File: config.mk
export PLATFORM = sky130hd
export DESIGN_NAME = tclink_endpoint
export DESIGN_NICKNAME = d
export VERILOG_FILES = /design/src/rtl/tcl_pkg.sv /design/src/rtl/tcl_sync.sv /design/src/rtl/tcl_rx_decode.sv /design/src/rtl/tcl_tx_sched.sv /design/src/rtl/tclink_endpoint.sv
export SDC_FILE = /design/constraint.sdc
export NUM_CORES = 1
export LEC_CHECK = 0
export ABC_CLOCK_PERIOD_IN_PS = 1600
export CAP_MARGIN = 0
export CORE_UTILIZATION = 42
export DETAILED_ROUTE_END_ITERATION = 10
export PLACE_DENSITY = 0.69
export SETUP_SLACK_MARGIN = 0.02
export SKIP_CTS_REPAIR_TIMING = 1
export SYNTH_ARGS = -nofsm -noshare
export SYNTH_HDL_FRONTEND = slang
export SYNTH_SLANG_ARGS = --single-unit
File: constraint.sdc
create_clock -name clk -period 1.6 [get_ports clk]
set_input_delay 0.16 -clock clk [delete_from_list [all_inputs] [get_ports clk]]
set_output_delay 0.16 -clock clk [all_outputs]
set_load 0.02 [all_outputs]
File: src/rtl/tcl_pkg.sv
package tcl_pkg;

    localparam int LINK_W = 2;

    // Transition pattern on a wire pair: which wires flip.
    typedef enum logic [LINK_W-1:0] {
        SYM_NONE = 2'b00,
        SYM_BIT0 = 2'b01,
        SYM_BIT1 = 2'b10,
        SYM_ACK  = 2'b11
    } sym_e;

    typedef struct packed {
        logic valid;
        sym_e code;
    } rx_evt_t;

    function automatic sym_e bit_to_sym(input logic b);
        return b ? SYM_BIT1 : SYM_BIT0;
    endfunction

    function automatic logic sym_is_bit(input sym_e s);
        return (s == SYM_BIT0) || (s == SYM_BIT1);
    endfunction

endpackage

File: src/rtl/tcl_sync.sv
module tcl_sync #(
    parameter int W      = 2,
    parameter int STAGES = 2
) (
    input  logic         clk,
    input  logic         rst,
    input  logic [W-1:0] d,
    output logic [W-1:0] q
);
    logic [W-1:0] stg [STAGES];

    always_ff @(posedge clk) begin
        if (rst) begin
            for (int i = 0; i < STAGES; i++) stg[i] <= '0;
        end else begin
            stg[0] <= d;
            for (int i = 1; i < STAGES; i++) stg[i] <= stg[i-1];
        end
    end

    assign q = stg[STAGES-1];
endmodule

File: src/rtl/tcl_rx_decode.sv
module tcl_rx_decode
    import tcl_pkg::*;
(
    input  logic              clk,
    input  logic              rst,
    input  logic [LINK_W-1:0] lvl,
    output rx_evt_t           evt,
    output logic              rx_valid,
    output logic              rx_bit,
    output logic              rx_ack
);
    logic [LINK_W-1:0] prev_q;
    sym_e              diff;

    assign diff      = sym_e'(lvl ^ prev_q);
    assign evt.valid = (diff != SYM_NONE);
    assign evt.code  = diff;

    always_ff @(posedge clk) begin
        if (rst) begin
            prev_q   <= '0;
            rx_valid <= 1'b0;
            rx_bit   <= 1'b0;
            rx_ack   <= 1'b0;
        end else begin
            prev_q   <= lvl;
            rx_valid <= sym_is_bit(diff);
            rx_bit   <= (diff == SYM_BIT1);
            rx_ack   <= (diff == SYM_ACK);
        end
    end

    // a received ACK never also reports a data bit
    a_r6_ack_excludes_bit: assert property (@(posedge clk) disable iff (rst)
        !(rx_valid && rx_ack));

    // a strobe is only raised for a change the synchroniser delivered
    a_r5_strobe_from_change: assert property (@(posedge clk) disable iff (rst)
        (rx_valid || rx_ack) |-> ($past(lvl) != $past(prev_q)));
endmodule

File: src/rtl/tcl_tx_sched.sv
module tcl_tx_sched
    import tcl_pkg::*;
#(
    parameter bit FIRST_TURN = 1'b1,
    parameter int DLY_W      = 4
) (
    input  logic              clk,
    input  logic              rst,
    input  rx_evt_t           evt,
    input  logic [DLY_W-1:0]  ack_delay,
    input  logic              tx_valid,
    input  logic              tx_bit,
    output logic              tx_ready,
    output logic [LINK_W-1:0] tx_wires
);
    logic              owe_q;
    logic              peer_ack_q;
    logic [DLY_W-1:0]  cnt_q;
    logic [LINK_W-1:0] wires_q;

    logic data_fire, hold, ack_fire;
    sym_e send_code;

    assign data_fire = owe_q && tx_valid;
    assign hold      = peer_ack_q && (cnt_q < ack_delay);
    assign ack_fire  = owe_q && !tx_valid && !hold;
    assign send_code = data_fire ? bit_to_sym(tx_bit)
                     : (ack_fire ? SYM_ACK : SYM_NONE);

    always_ff @(posedge clk) begin
        if (rst) begin
            owe_q      <= FIRST_TURN;
            peer_ack_q <= 1'b0;
            cnt_q      <= '0;
            wires_q    <= '0;
        end else begin
            wires_q <= wires_q ^ send_code;
            if (evt.valid) begin
                owe_q      <= 1'b1;
                peer_ack_q <= (evt.code == SYM_ACK);
                cnt_q      <= '0;
            end else if (data_fire || ack_fire) begin
                owe_q <= 1'b0;
            end else if (owe_q && hold) begin
                cnt_q <= cnt_q + 1'b1;
            end
        end
    end

    assign tx_ready = owe_q;
    assign tx_wires = wires_q;

    // the wires move only when a reply was owed
    a_r4_send_only_when_owed: assert property (@(posedge clk) disable iff (rst)
        !$stable(wires_q) |-> $past(owe_q));

    // pending data is never displaced by an ACK
    a_r8_data_before_ack: assert property (@(posedge clk) disable iff (rst)
        (owe_q && tx_valid) |=> ((wires_q ^ $past(wires_q)) != SYM_ACK));

    // a data bit flips exactly one wire
    a_r2_bit_one_wire: assert property (@(posedge clk) disable iff (rst)
        (owe_q && tx_valid) |=> ($countones(wires_q ^ $past(wires_q)) == 1));

    // an ACK answering an ACK waits out the delay
    a_r10_ack_held: assert property (@(posedge clk) disable iff (rst)
        (owe_q && !tx_valid && peer_ack_q && (cnt_q < ack_delay)) |=> $stable(wires_q));

    // after a symbol leaves, nothing more is owed unless a new one arrived
    a_r12_one_reply: assert property (@(posedge clk) disable iff (rst)
        (!$stable(wires_q) && !$past(evt.valid)) |-> !owe_q);
endmodule

File: src/rtl/tclink_endpoint.sv
module tclink_endpoint
    import tcl_pkg::*;
#(
    parameter bit FIRST_TURN  = 1'b1,
    parameter int DLY_W       = 4,
    parameter int SYNC_STAGES = 2
) (
    input  logic              clk,
    input  logic              rst,
    input  logic [DLY_W-1:0]  ack_delay,
    input  logic              tx_valid,
    input  logic              tx_bit,
    output logic              tx_ready,
    output logic [LINK_W-1:0] tx_wires,
    input  logic [LINK_W-1:0] rx_wires,
    output logic              rx_valid,
    output logic              rx_bit,
    output logic              rx_ack
);
    logic [LINK_W-1:0] rx_lvl;
    rx_evt_t           evt;

    tcl_sync #(.W(LINK_W), .STAGES(SYNC_STAGES)) u_sync (
        .clk (clk),
        .rst (rst),
        .d   (rx_wires),
        .q   (rx_lvl)
    );

    tcl_rx_decode u_dec (
        .clk      (clk),
        .rst      (rst),
        .lvl      (rx_lvl),
        .evt      (evt),
        .rx_valid (rx_valid),
        .rx_bit   (rx_bit),
        .rx_ack   (rx_ack)
    );

    tcl_tx_sched #(.FIRST_TURN(FIRST_TURN), .DLY_W(DLY_W)) u_sched (
        .clk       (clk),
        .rst       (rst),
        .evt       (evt),
        .ack_delay (ack_delay),
        .tx_valid  (tx_valid),
        .tx_bit    (tx_bit),
        .tx_ready  (tx_ready),
        .tx_wires  (tx_wires)
    );

    // a reply becomes owed together with the receive strobe
    a_r7_owe_with_strobe: assert property (@(posedge clk) disable iff (rst)
        (rx_valid || rx_ack) |-> tx_ready);
endmodule

After elaboration in Yosys (flattened, before gate mapping)
Memory sizes are Yosys's and may differ from the RTL's.
Cells that the tools add are included.
{"block": "op_classes", "add_sub_neg": 1, "mul": 0, "n_div": 0, "magnitude_cmp": 1, "eq_ne": 3, "shift": 0, "n_mux": 8, "bitwise": 5, "n_reduce_logical": 12}
{"cell": "$mux 2", "count": 5}
{"cell": "$logic_and 1x1->1", "count": 5}
{"cell": "$add 4x1->4 const B", "count": 1}
{"cell": "$eq 2x2->1 const B", "count": 2}
{"cell": "$lt 4x4->1", "count": 1}
{"cell": "$xor 2x2->2", "count": 2}
{"cell": "$mux 1", "count": 3}
{"cell": "$eq 2x1->1 const B", "count": 1}
{"cell": "$logic_not 1->1", "count": 2}
{"cell": "$logic_or 1x1->1", "count": 2}
{"cell": "$or 1x1->1", "count": 2}
{"cell": "$reduce_and 2->1", "count": 1}
{"cell": "$reduce_bool 2->1", "count": 1}
{"cell": "$reduce_or 2->1", "count": 1}
{"cell": "$not 1->1", "count": 1}
{"block": "totals", "regBits": 13, "latch_bits": 0, "mem_bits_rw": 4, "mem_bits_ro": 0, "input_bits": 10, "output_inout_bits": 6, "word_cells": 39, "memories": 1}
{"name": "u_sync.stg", "words": 2, "word_bits": 2, "rd": 2, "rd_ports_with_merged_regs": 0, "write_ports": 2, "line": "tcl_sync.sv:10", "text": "logic [W-1:0] stg [STAGES];"}

Longest topological paths before layout
{"block": "depth", "depth_word": 7, "ltp_mapped": 8, "depth_no_buf": 7}

Modules after synthesis
A second synthesis with hierarchy kept.
{"block": "unflattened", "hier_cells": 87, "hier_area_um2": 832.0}
{"mod": "tcl_tx_sched", "n_inst": 1, "cells_per_inst": 60, "area_per_inst_um2": 519.2, "seq_area_each_um2": 160.2}
{"mod": "tcl_rx_decode", "n_inst": 1, "cells_per_inst": 17, "area_per_inst_um2": 192.7, "seq_area_each_um2": 100.1}
{"mod": "tcl_sync", "n_inst": 1, "cells_per_inst": 10, "area_per_inst_um2": 120.1, "seq_area_each_um2": 80.1}

Worst setup path after synthesis
No wires, ideal clock.
{"block": "synth_path", "path_kind": "flip-flop to flip-flop", "from": "register u_dec.prev_q[0]", "to": "register u_sched.cnt_q[2]", "setup_time_ns": 0.062, "arrival_time_ns": 1.446, "t_required_ns": 1.538, "setup_slack_ns": 0.092, "stages_incl_launch_ff": 9, "path_buffers": 1, "period_less_slack_ns": 1.508, "cell_sequence": "dfxtp_1 xor2_1 inv_1 ha_1 nor2b_1 clkbuf_1 nand3b_1 a211o_1 nand3_1"}
{"block": "synth_between", "elab_chain_len": 3}
{"element": "start, declared", "line": "tcl_rx_decode.sv:12", "text": "logic [LINK_W-1:0] prev_q;"}
{"element": "start signal, assigned", "line": "tcl_rx_decode.sv:26", "text": "prev_q <= lvl;"}
{"element": "$xor 2x2->2", "line": "tcl_rx_decode.sv:15", "text": "assign diff = sym_e'(lvl ^ prev_q);"}
{"element": "$reduce_bool 2->1", "line": "tcl_rx_decode.sv:16", "text": "assign evt.valid = (diff != SYM_NONE);"}
{"element": "$reduce_or 2->1 (no source line)"}
{"element": "end signal, assigned", "line": "tcl_tx_sched.sv:45", "text": "cnt_q <= cnt_q + 1'b1;"}
{"element": "end, declared", "line": "tcl_tx_sched.sv:18", "text": "logic [DLY_W-1:0] cnt_q;"}
No other way between the ends.
A chain may end at the register's enable or synchronous reset.

Final worst setup path
{"block": "layout_path", "from": "input port ack_delay[3]", "to": "register u_sched.wires_q[1], in the netlist u_sched.tx_wires[1]"}
{"block": "layout_between", "elab_chain_len": 7}
{"element": "start, declared", "line": "tclink_endpoint.sv:10", "text": "input logic [DLY_W-1:0] ack_delay,"}
{"element": "$lt 4x4->1", "line": "tcl_tx_sched.sv:25", "text": "assign hold = peer_ack_q && (cnt_q < ack_delay);"}
{"element": "$logic_and 1x1->1", "line": "tcl_tx_sched.sv:25"}
{"element": "$logic_not 1->1", "line": "tcl_tx_sched.sv:26", "text": "assign ack_fire = owe_q && !tx_valid && !hold;"}
{"element": "$logic_and 1x1->1", "line": "tcl_tx_sched.sv:26"}
{"element": "$mux 2", "line": "tcl_tx_sched.sv:28", "text": ": (ack_fire ? SYM_ACK : SYM_NONE);"}
{"element": "$mux 2", "line": "tcl_tx_sched.sv:27", "text": "assign send_code = data_fire ? bit_to_sym(tx_bit)"}
{"element": "$xor 2x2->2", "line": "tcl_tx_sched.sv:37", "text": "wires_q <= wires_q ^ send_code;"}
{"element": "end signal, assigned", "line": "tcl_tx_sched.sv:37"}
{"element": "end, declared", "line": "tcl_tx_sched.sv:19", "text": "logic [LINK_W-1:0] wires_q;"}
No other way between the ends.

==> metrics <==
Mapped Avg Cell Area=around 9.6 sq um; Detail Route Antenna Nets=0; Die Height=around 46 um; commonest non-fill, non-tap cell in the layout=dfxtp_1; sequential power share=between 50% and 60%; cell area after layout=approximately 1100 sq um; clk buf depth=2; first-pass GRT wire length=roughly 2300 um; syn_nets=103; Worst R2R End=u_sched.cnt_q[3]; slew at the pin with the worst max-slew slack=0.254 ns; post-synthesis xor/xnor area fraction=under 10%; Synth Area in Adders=about a tenth; Worst Path Arrival=1.72 ns; CP max stage delay=between 0.4 and 0.5 ns; IO buf count=15; # IOs=16; Cell Int Power=slightly above 600 uW; Buf/Inv on CP=2; WL final=approximately 1300 um; outcome=finished, final reports clean; via count=approximately 630; largest net degree at the start of global routing=11; RD Place Congestion=about 0.74; Slew Viols, Final=0; Crit. Startpoint=ack_delay[3]; worst reg2reg setup slack=roughly 0.10 ns; Chip Width=about 46 um; Worst Setup End Kind=flop; flops & latches, synth=17; htree depth=1; die area=roughly 2100 sq um; CP delay by family, top=buffers and inverters; headroom to the max-slew limit=between 80% and 90%; Worst Path Required=1.79 ns; clock slew at reported path FFs=~0.1 ns; Post-Synth Simple-Gate Area=about 25%; vias in the first global route=between 500 and 600; core area=approximately 1800 sq um; DRC Markers=0; combinational family with the most area after synthesis=simple AND/OR/NAND/NOR gates; worst skew pair latency=around 0.29 ns; P&R area growth vs syn=30.0%; Peak Freq=roughly 650 MHz; Setup TNS Final=0 ns; Overall Global Routing Usage=15.4%; Synthesis Warnings=0; drt wl/cell=10.3 um; final hold vios=0; fin nets=between 100 and 150; FF+latch area=about 340 sq um; post-synth cell types=24; Synth top area share=between 40 and 50%; total chip power=829 uW; R2R cell count=4; fin crit share=roughly 96%; commonest non-fill, non-tap cells in the layout=16 x dfxtp_1, 15 x clkdlybuf4s50_1, 12 x nor2b_1; final setup violation count=0; switching part of the total=25.3%; Crit. path cell count=7; CP Max Fanout=2; Critical Path End=u_sched.tx_wires[1]; mux cell area share after synthesis=between 7 and 8%; Hold WS=about 0.42 ns; critical path, cell by cell=clkdlybuf4s50_1, inv_1, ha_1, nand2_1, and3_1, o22ai_1, mux2_2; type of the worst setup path=input port to flop; cell taking the most area after synthesis=dfxtp_1; number of buffers inserted during clock tree synthesis=3; initial antenna violation count=0; Comb power frac=a little under a fifth; Final HPWL DP=approximately 1100 um; Mapped Cells=86; TritonCTS clock tree=done; Pwr Density=774 nW/um^2; ratio of cells with drive above 1 in the final layout=15.1%; Sink Count=17; RSZ-0062 raised after global routing=yes; CTS Root Cell=clkbuf_4; post-synthesis compound-gate area fraction=under 10%; clk_skew=between 0.004 and 0.005 ns; sequential share of the synthesized area=roughly two fifths; Vias/cell=between 4 and 5; CP startpoint kind=input port; fillers=167; Synth area leaders=dfxtp_1 41%, ha_1 11%, nor2b_1 9.1%; Hold Crit Class=input port to flop; Slowest-stage cell, CP=clkdlybuf4s50_1; DR pass1 iterations=4; Post-DP Area=1020 sq um; # Max-Cap Violations=0; total grt overflow=0; diodes inserted=0; Peak VDD IR=0.000582 V; Rows=15; Starting Density=between 40% and 50%; leakage power=around 0.45 nW; area occupied by multi-input gates=477 sq um; Clk pwr share=between 20% and 30%; Iter 0 DRT Violations=10; Crit Reg-Reg Startpoint=u_sched.cnt_q[1]; synthesized area=just over 800 sq um; switching pwr=between 200 and 250 uW; Final min period=1.53 ns
## synth_stat cells
| cell type | number |
|---|---|
| and3_1 | 1 |
| nand2b_1 | 4 |
| nand2_1 | 8 |
| clkbuf_1 | 2 |
| nand4_1 | 3 |
| xor2_1 | 2 |
| mux2_2 | 2 |
| nor2b_1 | 12 |
| nand3b_1 | 1 |
| o21a_1 | 1 |
| mux2i_1 | 4 |
| a21oi_1 | 1 |
| nand2b_4 | 1 |
| a211o_4 | 1 |
| inv_1 | 6 |
| a211oi_2 | 1 |
| nor2_1 | 4 |
| a21oi_2 | 1 |
| o22ai_1 | 2 |
| ha_1 | 7 |
| a211o_1 | 1 |
| nand3_1 | 3 |
| dfxtp_1 | 17 |
| o211ai_1 | 1 |
## routing by layer
layer  wire length [um]  global-route usage [%]
met1                660                    18.5
met2                622                    25.8
met3                 48                    3.53
met4                 13                    7.06
met5                  0                       0
## stage by stage
stage | utilization, % | worst slack (ns) | instances
floorplan | - | 0.0916 | 86
global placement | 57.3 | -0.231 | 127
detailed placement | 57.3 | -0.247 | 127
CTS | 58.8 | 0.0370 | 131
global route | 60.1 | 0.0110 | 131
finish | 60.1 | 0.0694 | 131
## worst min-delay path by stage
stage | start | endpoint | slack, ns | cells after the start
2_1_floorplan | rx_wires[0] | u_sync.stg[0][0] | 0.29 | 1
3_3_place_gp | u_sync.stg[0][0] | u_sync.stg[0][2] | 0.42 | 1
3_5_place_dp | u_sync.stg[0][1] | u_sync.stg[0][3] | 0.43 | 1
4_1_cts | rx_wires[1] | u_sync.stg[0][1] | 0.41 | 2
5_1_grt | rx_wires[0] | u_sync.stg[0][0] | 0.42 | 2
6_report | rx_wires[1] | u_sync.stg[0][1] | 0.42 | 2
## final cells by class
class | instances | area share, %
clock buffers | 3 | 2.10
clock inverters | 1 | 0.467
inverters | 6 | 2.10
multi-input cells | 61 | 44.5
flip-flops and latches | 17 | 31.9
well taps | 25 | 2.92
repair buffers | 18 | 16.1
## state kept, by name, summed over array words and instances, names as in the netlist
name	count
u_sched.tx_ready	1
u_dec.rx_ack	1
u_dec.prev_q	2
u_sched.cnt_q	4
u_sync.stg	4
u_sched.tx_wires	2
u_dec.rx_bit	1
u_sched.peer_ack_q	1
u_dec.rx_valid	1
## power by group through the flow
| stage | sequential [mW] | clock (mW) | combinational [mW] |
|---|---|---|---|
| floorplan | 0.479 | 0 | 0.0678 |
| global placement | 0.463 | 0 | 0.147 |
| global route | 0.457 | 0.255 | 0.167 |
| detailed placement | 0.463 | 0 | 0.151 |
| finish | 0.455 | 0.223 | 0.151 |
| CTS | 0.454 | 0.233 | 0.151 |
## cell families (layout without fill, tap and decap cells)
kind of cell,count (synthesis),in the layout
buffers and inverters,8,28
xor gates and xnor gates,2,2
AOI/OAI and AO/OA,9,9
DFF,17,17
and+or+nand+nor,37,37
adders and majority gates,7,7
muxes,6,6
## worst reg2reg max path: stages (launching register included)
cell and delay (ns):
dfxtp_1 0.40, ha_1 0.27, a211o_4 0.36, a211oi_2 0.20, mux2i_1 0.20
No activity file was read; power rests on OpenSTA's default activity.
